File: config.mk
export PLATFORM = sky130hd
export DESIGN_NAME = txe_delay_ctrl
export DESIGN_NICKNAME = d
export VERILOG_FILES = /design/src/rtl/txe_pkg.sv /design/src/rtl/txe_tick_timer.sv /design/src/rtl/txe_thre_fsm.sv /design/src/rtl/txe_temt_fsm.sv /design/src/rtl/txe_delay_ctrl.sv
export SDC_FILE = /design/constraint.sdc
export NUM_CORES = 1
export LEC_CHECK = 0
export CAP_MARGIN = 15
export CORE_MARGIN = 10
export CORE_UTILIZATION = 40
export CTS_BUF_LIST = sky130_fd_sc_hd__clkbuf_4 sky130_fd_sc_hd__clkbuf_8
export CTS_CLUSTER_SIZE = 30
export DETAILED_ROUTE_END_ITERATION = 6
export PLACE_DENSITY = 0.67
export SYNTH_ARGS = -nofsm -noshare
export SYNTH_HDL_FRONTEND = slang
export SYNTH_HIERARCHICAL = 1
export SYNTH_SLANG_ARGS = --single-unit
File: constraint.sdc
create_clock -name clk -period 1.52 [get_ports clk]
set_input_delay 0.228 -clock clk [delete_from_list [all_inputs] [get_ports clk]]
set_output_delay 0.228 -clock clk [all_outputs]
set_load 0.005 [all_outputs]
File: src/rtl/txe_pkg.sv
package txe_pkg;
    typedef enum logic [1:0] {
        TH_IDLE  = 2'd0,
        TH_DELAY = 2'd1,
        TH_PEND  = 2'd2
    } thre_st_t;

    typedef enum logic [1:0] {
        TM_DONE = 2'd0,
        TM_BUSY = 2'd1,
        TM_WAIT = 2'd2
    } temt_st_t;

    localparam logic [3:0] IID_NONE = 4'h1;
    localparam logic [3:0] IID_THRE = 4'h2;
endpackage

File: src/rtl/txe_tick_timer.sv
module txe_tick_timer #(
    parameter int LEN = 16
) (
    input  logic clk,
    input  logic rst_n,
    input  logic run,
    input  logic tick,
    output logic done
);
    localparam int W = (LEN > 1) ? $clog2(LEN) : 1;

    logic [W-1:0] cnt;

    assign done = run && tick && (cnt == W'(LEN - 1));

    always_ff @(posedge clk or negedge rst_n) begin
        if (!rst_n)
            cnt <= '0;
        else if (!run)
            cnt <= '0;
        else if (tick)
            cnt <= done ? '0 : cnt + W'(1);
    end

    // the count stays inside the programmed window
    p_cnt_range_r10: assert property (@(posedge clk) disable iff (!rst_n)
        cnt <= W'(LEN - 1));

    // without a baud tick the count holds
    p_hold_no_tick_r10: assert property (@(posedge clk) disable iff (!rst_n)
        (run && !tick) |=> (cnt == $past(cnt)) || !$past(run));
endmodule

File: src/rtl/txe_thre_fsm.sv
module txe_thre_fsm
    import txe_pkg::*;
#(
    parameter int DLY = 144
) (
    input  logic       clk,
    input  logic       rst_n,
    input  logic       active,
    input  logic       baud_tick,
    input  logic       empty,
    input  logic       many,
    input  logic       fifo_wr,
    input  logic       iir_rd,
    input  logic       fcr_wr,
    output logic       irq,
    output logic [3:0] iid
);
    thre_st_t st, st_n;
    logic     prev_nz;
    logic     imm;
    logic     multi;
    logic     empty_evt;
    logic     t_done;

    assign empty_evt = prev_nz && empty;

    txe_tick_timer #(.LEN(DLY)) u_timer (
        .clk  (clk),
        .rst_n(rst_n),
        .run  (st == TH_DELAY),
        .tick (baud_tick),
        .done (t_done)
    );

    always_comb begin
        st_n = st;
        unique case (st)
            TH_IDLE:
                if (empty && (empty_evt || imm))
                    st_n = (multi || imm) ? TH_PEND : TH_DELAY;
            TH_DELAY:
                if (fifo_wr || !empty) st_n = TH_IDLE;
                else if (t_done)       st_n = TH_PEND;
            TH_PEND:
                if (fifo_wr || iir_rd) st_n = TH_IDLE;
            default: st_n = TH_IDLE;
        endcase
        if (!active) st_n = TH_IDLE;
    end

    always_ff @(posedge clk or negedge rst_n) begin
        if (!rst_n) begin
            st      <= TH_IDLE;
            prev_nz <= 1'b0;
            imm     <= 1'b0;
            multi   <= 1'b0;
        end else begin
            st      <= st_n;
            prev_nz <= !empty;
            if (fcr_wr)
                imm <= 1'b1;
            else if (st_n == TH_PEND && st != TH_PEND)
                imm <= 1'b0;
            if (many)
                multi <= 1'b1;
            else if (empty)
                multi <= 1'b0;
        end
    end

    always_comb begin
        irq = (st == TH_PEND);
        iid = (st == TH_PEND) ? IID_THRE : IID_NONE;
    end

    p_wr_clear_r4: assert property (@(posedge clk) disable iff (!rst_n)
        (st == TH_PEND && fifo_wr) |=> (st != TH_PEND));

    p_rd_clear_r5: assert property (@(posedge clk) disable iff (!rst_n)
        (st == TH_PEND && iir_rd) |=> (st != TH_PEND));

    p_off_quiet_r8: assert property (@(posedge clk) disable iff (!rst_n)
        !active |=> (st == TH_IDLE));

    p_tick_gate_r10: assert property (@(posedge clk) disable iff (!rst_n)
        (st == TH_DELAY && !baud_tick) |=> (st != TH_PEND));

    p_multi_now_r3: assert property (@(posedge clk) disable iff (!rst_n)
        (st == TH_IDLE && active && empty_evt && multi) |=> (st == TH_PEND));
endmodule

File: src/rtl/txe_temt_fsm.sv
module txe_temt_fsm
    import txe_pkg::*;
#(
    parameter int DLY = 160
) (
    input  logic clk,
    input  logic rst_n,
    input  logic active,
    input  logic baud_tick,
    input  logic empty,
    input  logic many,
    input  logic shifter_busy,
    input  logic stop_done,
    output logic temt
);
    temt_st_t st, st_n;
    logic     multi_t;
    logic     t_done;

    txe_tick_timer #(.LEN(DLY)) u_timer (
        .clk  (clk),
        .rst_n(rst_n),
        .run  (st == TM_WAIT),
        .tick (baud_tick),
        .done (t_done)
    );

    always_comb begin
        st_n = st;
        unique case (st)
            TM_DONE:
                if (!empty || shifter_busy) st_n = TM_BUSY;
            TM_BUSY:
                if (stop_done && empty)
                    st_n = (multi_t || !active) ? TM_DONE : TM_WAIT;
            TM_WAIT:
                if (!empty || shifter_busy) st_n = TM_BUSY;
                else if (!active || t_done) st_n = TM_DONE;
            default: st_n = TM_DONE;
        endcase
    end

    always_ff @(posedge clk or negedge rst_n) begin
        if (!rst_n) begin
            st      <= TM_DONE;
            multi_t <= 1'b0;
        end else begin
            st <= st_n;
            if (many)
                multi_t <= 1'b1;
            else if (st == TM_DONE)
                multi_t <= 1'b0;
        end
    end

    always_comb temt = (st == TM_DONE);

    p_no_early_temt_r13: assert property (@(posedge clk) disable iff (!rst_n)
        (st == TM_BUSY && !stop_done) |=> (st != TM_DONE));

    p_wait_tick_r10: assert property (@(posedge clk) disable iff (!rst_n)
        (st == TM_WAIT && !baud_tick && active) |=> (st != TM_DONE));
endmodule

File: src/rtl/txe_delay_ctrl.sv
module txe_delay_ctrl
    import txe_pkg::*;
#(
    parameter int DEPTH     = 16,
    parameter int CHAR_BITS = 10,
    parameter int OSR       = 16,
    localparam int CNT_W    = $clog2(DEPTH + 1)
) (
    input  logic             clk,
    input  logic             rst_n,
    input  logic             baud_tick,
    input  logic [CNT_W-1:0] tx_count,
    input  logic             fifo_wr,
    input  logic             iir_rd,
    input  logic             fcr_wr,
    input  logic             fifo_en,
    input  logic             thre_ie,
    input  logic             shifter_busy,
    input  logic             stop_done,
    output logic             irq,
    output logic [3:0]       iid,
    output logic             thre,
    output logic             temt
);
    localparam int THRE_DLY = (CHAR_BITS - 1) * OSR;
    localparam int TEMT_DLY = CHAR_BITS * OSR;

    logic empty;
    logic many;
    logic active;

    assign empty  = (tx_count == '0);
    assign many   = (tx_count > CNT_W'(1));
    assign active = fifo_en && thre_ie;
    assign thre   = empty;

    txe_thre_fsm #(.DLY(THRE_DLY)) u_thre (
        .clk      (clk),
        .rst_n    (rst_n),
        .active   (active),
        .baud_tick(baud_tick),
        .empty    (empty),
        .many     (many),
        .fifo_wr  (fifo_wr),
        .iir_rd   (iir_rd),
        .fcr_wr   (fcr_wr),
        .irq      (irq),
        .iid      (iid)
    );

    txe_temt_fsm #(.DLY(TEMT_DLY)) u_temt (
        .clk         (clk),
        .rst_n       (rst_n),
        .active      (active),
        .baud_tick   (baud_tick),
        .empty       (empty),
        .many        (many),
        .shifter_busy(shifter_busy),
        .stop_done   (stop_done),
        .temt        (temt)
    );

    p_fill_clears_temt_r12: assert property (@(posedge clk) disable iff (!rst_n)
        (!empty || shifter_busy) |=> !temt);

    p_iid_code_r6: assert property (@(posedge clk) disable iff (!rst_n)
        !active |=> (iid == IID_NONE));
endmodule

Word level (Yosys, flattened, before mapping)

Cells that the tools add are included.

Register bits: 24
Bits of input ports: 15

Add/subtract/negate cells: 2
Magnitude comparators: 1
Equality and inequality tests: 13
Multiplexer cells: 26
Reduce and logical (&&, ||, !) cells: 25

Operators by type and width:

| cell                                                          | number |
|---|---|
| two-way mux 8 bit                                             | 6 |
| two-way mux 2 bit                                             | 12 |
| adder 8 x 1 -> 8 bit, second input constant                   | 2 |
| equality test 8 bit, second input constant                    | 2 |
| one-hot mux 2 bit (3 select lines)                            | 2 |
| logical AND 1 bit                                             | 9 |
| logical OR 1 bit                                              | 7 |
| equality test 2 bit, second input constant                    | 3 |
| two-way mux 1 bit                                             | 6 |
| inequality test 2 bit, second input constant                  | 3 |
| nonzero test 2 bit                                            | 3 |
| greater-than comparator 5 x 1 -> 1 bit, second input constant | 1 |
| logical NOT 5 bit                                             | 1 |
| equality test 2 x 1 -> 1 bit, second input constant           | 2 |
| logical NOT 2 bit                                             | 2 |
| inequality test 2 x 1 -> 1 bit, second input constant         | 2 |
| inequality test 3 x 1 -> 1 bit, second input constant         | 1 |
| AND reduction 3 bit                                           | 1 |
| logical NOT 1 bit                                             | 2 |

Longest topological paths before layout

Depth after elaboration: 11
Depth in mapped cells: 8
Depth with buffers taken out: 8

Cells and area by module

Netlist, hierarchy kept.

Modules (own cells, without submodules):

| module                          | instances | cells each | area an instance (um^2) | sequential area each (um^2) |
|---|---|---|---|---|
| txe_tick_timer (u_temt.u_timer) | 1         | 47         | 480.5                   | 200.2 |
| txe_tick_timer (u_thre.u_timer) | 1         | 49         | 474.2                   | 200.2 |
| txe_thre_fsm                    | 1         | 27         | 269.0                   | 125.1 |
| txe_temt_fsm                    | 1         | 13         | 148.9                   | 75.1 |
| txe_delay_ctrl                  | 1         | 3          | 23.8                    | 0.0 |

Worst setup path before layout

OpenSTA, ideal clock, no wires.

Kind: in2reg
From: input tx_count[2]
To: register u_thre.imm
Library setup time: 0.130 ns
Arrival: 1.489 ns
Data required time: 1.390 ns
Path slack: -0.099 ns
Cell stages on the path: 6
Path through: or4_4 > nor2_2 > nor2b_1 > a32oi_1 > o22ai_1 > a31oi_1

Cells in the longest elaborated chain, start to end: 10

RTL lines:

| item                                   | line                 | RTL |
|---|---|---|
| start: declaration                     | txe_delay_ctrl.sv:12 | `input logic [CNT_W-1:0] tx_count,` |
| logical NOT 5 bit (*)                  | txe_delay_ctrl.sv:32 | `assign empty = (tx_count == '0);` |
| net thre                               | txe_delay_ctrl.sv:22 | `output logic thre,` |
| logical AND 1 bit                      | txe_thre_fsm.sv:25   | `assign empty_evt = prev_nz && empty;` |
| logical OR 1 bit                       | txe_thre_fsm.sv:39   | `if (empty && (empty_evt \|\| imm))` |
| logical AND 1 bit                      | txe_thre_fsm.sv:39   |  |
| two-way mux 2 bit                      | txe_thre_fsm.sv:39   |  |
| one-hot mux 2 bit (3 select lines) (*) | txe_thre_fsm.sv:37   | `unique case (st)` |
| two-way mux 2 bit (*)                  | txe_thre_fsm.sv:48   | `if (!active) st_n = TH_IDLE;` |
| equality test 2 bit (*)                | txe_thre_fsm.sv:62   | `else if (st_n == TH_PEND && st != TH_PEND)` |
| logical AND 1 bit (*)                  | txe_thre_fsm.sv:62   |  |
| nonzero test 2 bit (no line) (*)       | n/a                  |  |
| end signal: assignment                 | txe_thre_fsm.sv:55   | `imm <= 1'b0;` |
| end signal: assignment                 | txe_thre_fsm.sv:61   | `imm <= 1'b1;` |
| end signal: assignment                 | txe_thre_fsm.sv:63   | `imm <= 1'b0;` |
| end: declaration                       | txe_thre_fsm.sv:20   | `logic imm;` |

Mark *: on every way through the listed nets, which the timed path passes. The rest lies on a longest branch.
A chain may end at the register's enable or synchronous reset.

Final worst setup path

From: register u_thre.u_timer.cnt[5]
To: register u_thre.st[0]

Cells in the longest elaborated chain, start to end: 6

RTL lines:

| item                               | line                 | RTL |
|---|---|---|
| start: declaration                 | txe_tick_timer.sv:12 | `logic [W-1:0] cnt;` |
| start signal: assignment           | txe_tick_timer.sv:22 | `cnt <= done ? '0 : cnt + W'(1);` |
| equality test 8 bit                | txe_tick_timer.sv:14 | `assign done = run && tick && (cnt == W'(LEN - 1));` |
| logical AND 1 bit                  | txe_tick_timer.sv:14 |  |
| net u_thre.t_done                  | txe_thre_fsm.sv:23   | `logic t_done;` |
| two-way mux 2 bit                  | txe_thre_fsm.sv:43   | `else if (t_done) st_n = TH_PEND;` |
| two-way mux 2 bit                  | txe_thre_fsm.sv:42   | `if (fifo_wr \|\| !empty) st_n = TH_IDLE;` |
| one-hot mux 2 bit (3 select lines) | txe_thre_fsm.sv:37   |  |
| two-way mux 2 bit                  | txe_thre_fsm.sv:48   |  |
| net u_thre.st_n[0]                 | txe_thre_fsm.sv:18   | `thre_st_t st, st_n;` |
| end signal: assignment             | txe_thre_fsm.sv:58   | `st <= st_n;` |
| end: declaration                   | txe_thre_fsm.sv:18   |  |

The timed path passes the listed nets, and every way through them passes these cells.

==> results.md <==
- CTS Hold Bufs: 0
- Initial Util: just over 40%
- Syn avg cell area: 10.0 um2
- Final GP Congestion: 0.785
- Sequential fraction of the synthesis area: 43.0%
- Clock Sinks: 24
- GRT overflow: 0
- HPWL after DPL: between 2000 and 3000 um
- Most used cell, CP: buf_4
- DRT iter0 DRCs: 76
- Period utilisation layout: 105%
- Hold Crit Class: in -> async
- Commonest non-fill, non-tap cell in the layout: buf_4
- Ports: 22
- Async SR Flop Fraction: 100%
- Slowest CP cell: dfrtp_1
- Deepest clock path buffer count: 2
- Placed cell count: 229
- Crit-path max FO: 2
- Startpoint Class: register
- Largest net degree at the start of global routing: 25
- Lkg Pwr: 0.916 nW
- Worst-path clk slew: 0.14 ns
- Number of library cell types mapped by synthesis: 52
- Clock period minus worst slack: 1.59 ns
- Fin Clk Skew: 0.00268 ns
- Top_reg_cell synth: dfrtp_1
- Synth Instances: 139
- Final hold slack: 0.239 ns
- Max Clk Rate: about 630 MHz
- Global-route wire length before repair: between 6000 and 7000 um
- Crit. End Element: register
- Buf/Inv on CP: 2
- Reg-to-Reg Start: u_thre/u_timer/cnt[5]$_DFFE_PN0P_
- DRC Markers: 0
- Crit path cell chain: nor4b_4, and3_4, nor3b_2, o211a_1, buf_4, buf_4
- WL/cell: 15.5 um
- Core area: 3360 um2
- Final nets: 216
- Commonest non-fill, non-tap cells in the layout: buf_4 (39), dfrtp_1 (23), clkdlybuf4s50_1 (10), nand2_1 (10), dlygate4sd2_1 (8)
- # Max-Cap Violations: 0
- Die Footprint: around 6300 um2
- CP Launch Point: u_thre/u_timer/cnt[5]$_DFFE_PN0P_
- WP data arrival: 1.83 ns
- Fill cells: around 300
- Final Hold Fails: 0
- PwrDens: 582 nW/um2
- Seq. cell area: 602 um2
- Die H: 79.1 um
- EDFF count, synth: 0
- Vias in the first global route: ~1300
- CTS tree: yes
- Vias/cell: 5.34
- WL final: 3780 um
- Detailed-route via count: about 1300
- Share of layout cells above drive strength 1: 37.9%
- Final std cells w/o fill: 244
- Status: complete, but fails checks
- Overall routing resource usage: between 10 and 15%
- Initial DRT Pass Iterations: 4
- Cts bufs inserted: 3
- Post-route worst setup slack: -0.0688 ns
- Initial antenna violation count: 0
- CP max stage delay: ~0.44 ns
- Synth Register Bits: 24
- FP Rows: 21
- Antenna cell count: 0
- Final Total Pwr: 0.00121 W
- Synth Warn #: 6
- Root Driver: clkbuf_4
- Peak VDD IR: 0.497 mV
- Area of the multi-input gates: 841 um2
- Worst-Skew Late Latency: 0.33 ns
- Slew Viols, Final: 0
- H-Tree Depth: 1
- Post-synthesis instance area: between 1000 and 1500 um2
- Failing checks: setup timing
- Layout area overhead: 48.5%
- RSZ-0062 raised after global routing: yes
- Top Family by Delay on Critical Path: simple AND/OR/NAND/NOR gates
- Number of routed nets with antenna violations: 0
- Data required, critical path: 1.76 ns
- Final number of setup-violating endpoints: 4
- DIE WIDTH: 79.1 um
- Crit path kind: reg -> reg
- Number of I/O port buffers: 19
area by class of cell:
class | instances | share of cell area [%]
well taps | 46 | 2.78
flip-flops and latches | 24 | 29.0
multi-input cells | 104 | 40.6
inverters | 5 | 0.905
clock buffers | 3 | 1.09
clock inverters | 1 | 1.45
repair buffers | 61 | 24.2
logic make-up (layout without fill, tap and decap cells):
| logic type | Yosys count | after routing | share of synthesized area (%) |
|---|---|---|---|
| flip-flops | 24 | 24 | 43.0 |
| AO/OA/AOI/OAI | 32 | 32 | 17.2 |
| multiplexers | 2 | 2 | 1.43 |
| AND/OR/NAND/NOR | 63 | 63 | 29.0 |
| adder cells (fa/ha/maj) | 2 | 2 | 1.79 |
| buffers and inverters | 12 | 70 | 5.38 |
| other | 1 | 2 | 0.269 |
| XOR/XNOR | 3 | 3 | 1.88 |
state kept, by name (all words and copies together), names as in the netlist:
| name | cells |
|---|---|
| u_temt/u_timer/cnt | 8 |
| u_thre/imm | 1 |
| u_temt/st | 2 |
| u_thre/st | 2 |
| u_temt/multi_t | 1 |
| u_thre/prev_nz | 1 |
| u_thre/u_timer/cnt | 8 |
| u_thre/multi | 1 |
synth_stat cells (2+ instances only):
cell type	count	area (um2)
nand2_1	11	41.3
o211a_1	2	20.0
and2_1	5	31.3
dfrtp_1	24	601
xnor2_1	3	26.3
nand4_1	4	25.0
or3_1	3	18.8
a21boi_1	2	15.0
nand4b_1	2	17.5
nand2b_1	6	37.5
a41o_1	3	30.0
nor4b_1	2	17.5
mux2i_1	2	20.0
a21boi_0	3	22.5
inv_1	4	15.0
a32oi_1	2	17.5
nor2b_1	7	43.8
ha_1	2	25.0
buf_4	4	30.0
nand3_2	2	20.0
nand3b_1	2	15.0
o21ai_0	9	45.0
nand3_1	3	15.0
nor2_1	4	15.0
worst reg2reg max path: cells and delay by family, from the launching register on:
kind / cells / cell delay [ns]
DFF: 1 / 0.44
buffers and inverters: 2 / 0.26
and+or+nand+nor: 3 / 0.57
AOI/OAI and AO/OA: 1 / 0.25
routing by layer:
metal,vias up,wire length (um),GRT usage [%]
li1,624,-,-
met3,4,101,3.15
met4,0,66,4.30
met5,-,0,0
met2,23,2170,22.8
met1,652,1440,12.5
power by group:
group	total, W	internal [W]	switching, W
clock network	0.000481	0.000267	0.000214
logic	0.0000854	0.0000461	0.0000393
registers	0.000641	0.000640	0.000000838
total	0.00121	0.000953	0.000254
path summary, 6_finish.rpt:
path | endpoint | slack, ns | depth (start not counted)
max in group asynchronous | u_temt/st[0]$_DFFE_PN0P_ | 1.02 | 2
min in group clk | u_thre/multi$_DFFE_PN0P_ | 0.41 | 4
min | u_temt/u_timer/cnt[5]$_DFFE_PN0P_ | 0.24 | 2
min reg2reg | u_temt/multi_t$_DFFE_PN0P_ | 0.55 | 2
max | u_thre/st[0]$_DFF_PN0_ | -0.07 | 6
max reg2reg | u_thre/st[0]$_DFF_PN0_ | -0.07 | 6
through the flow:
step	setup slack (ns)	area (um2)	util (%)	TNS, ns
floorplan	-0.0281	1420	-	-0.0281
global placement	-0.504	1840	54.7	-3.08
CTS	-0.0533	1970	58.6	-0.100
global route	-0.144	2070	61.6	-0.744
detailed placement	-0.532	1840	54.7	-3.58
finish	-0.0688	2070	61.6	-0.189
repair_timing:
action | in CTS | in global routing
cloned | 0 | 0
pin swaps | 10 | 11
setup buffers | 7 | 5
endpoints found under the setup margin | 11 | 14
resized for setup | 22 | 19
Note: power is estimated with default switching activity, not from simulation.
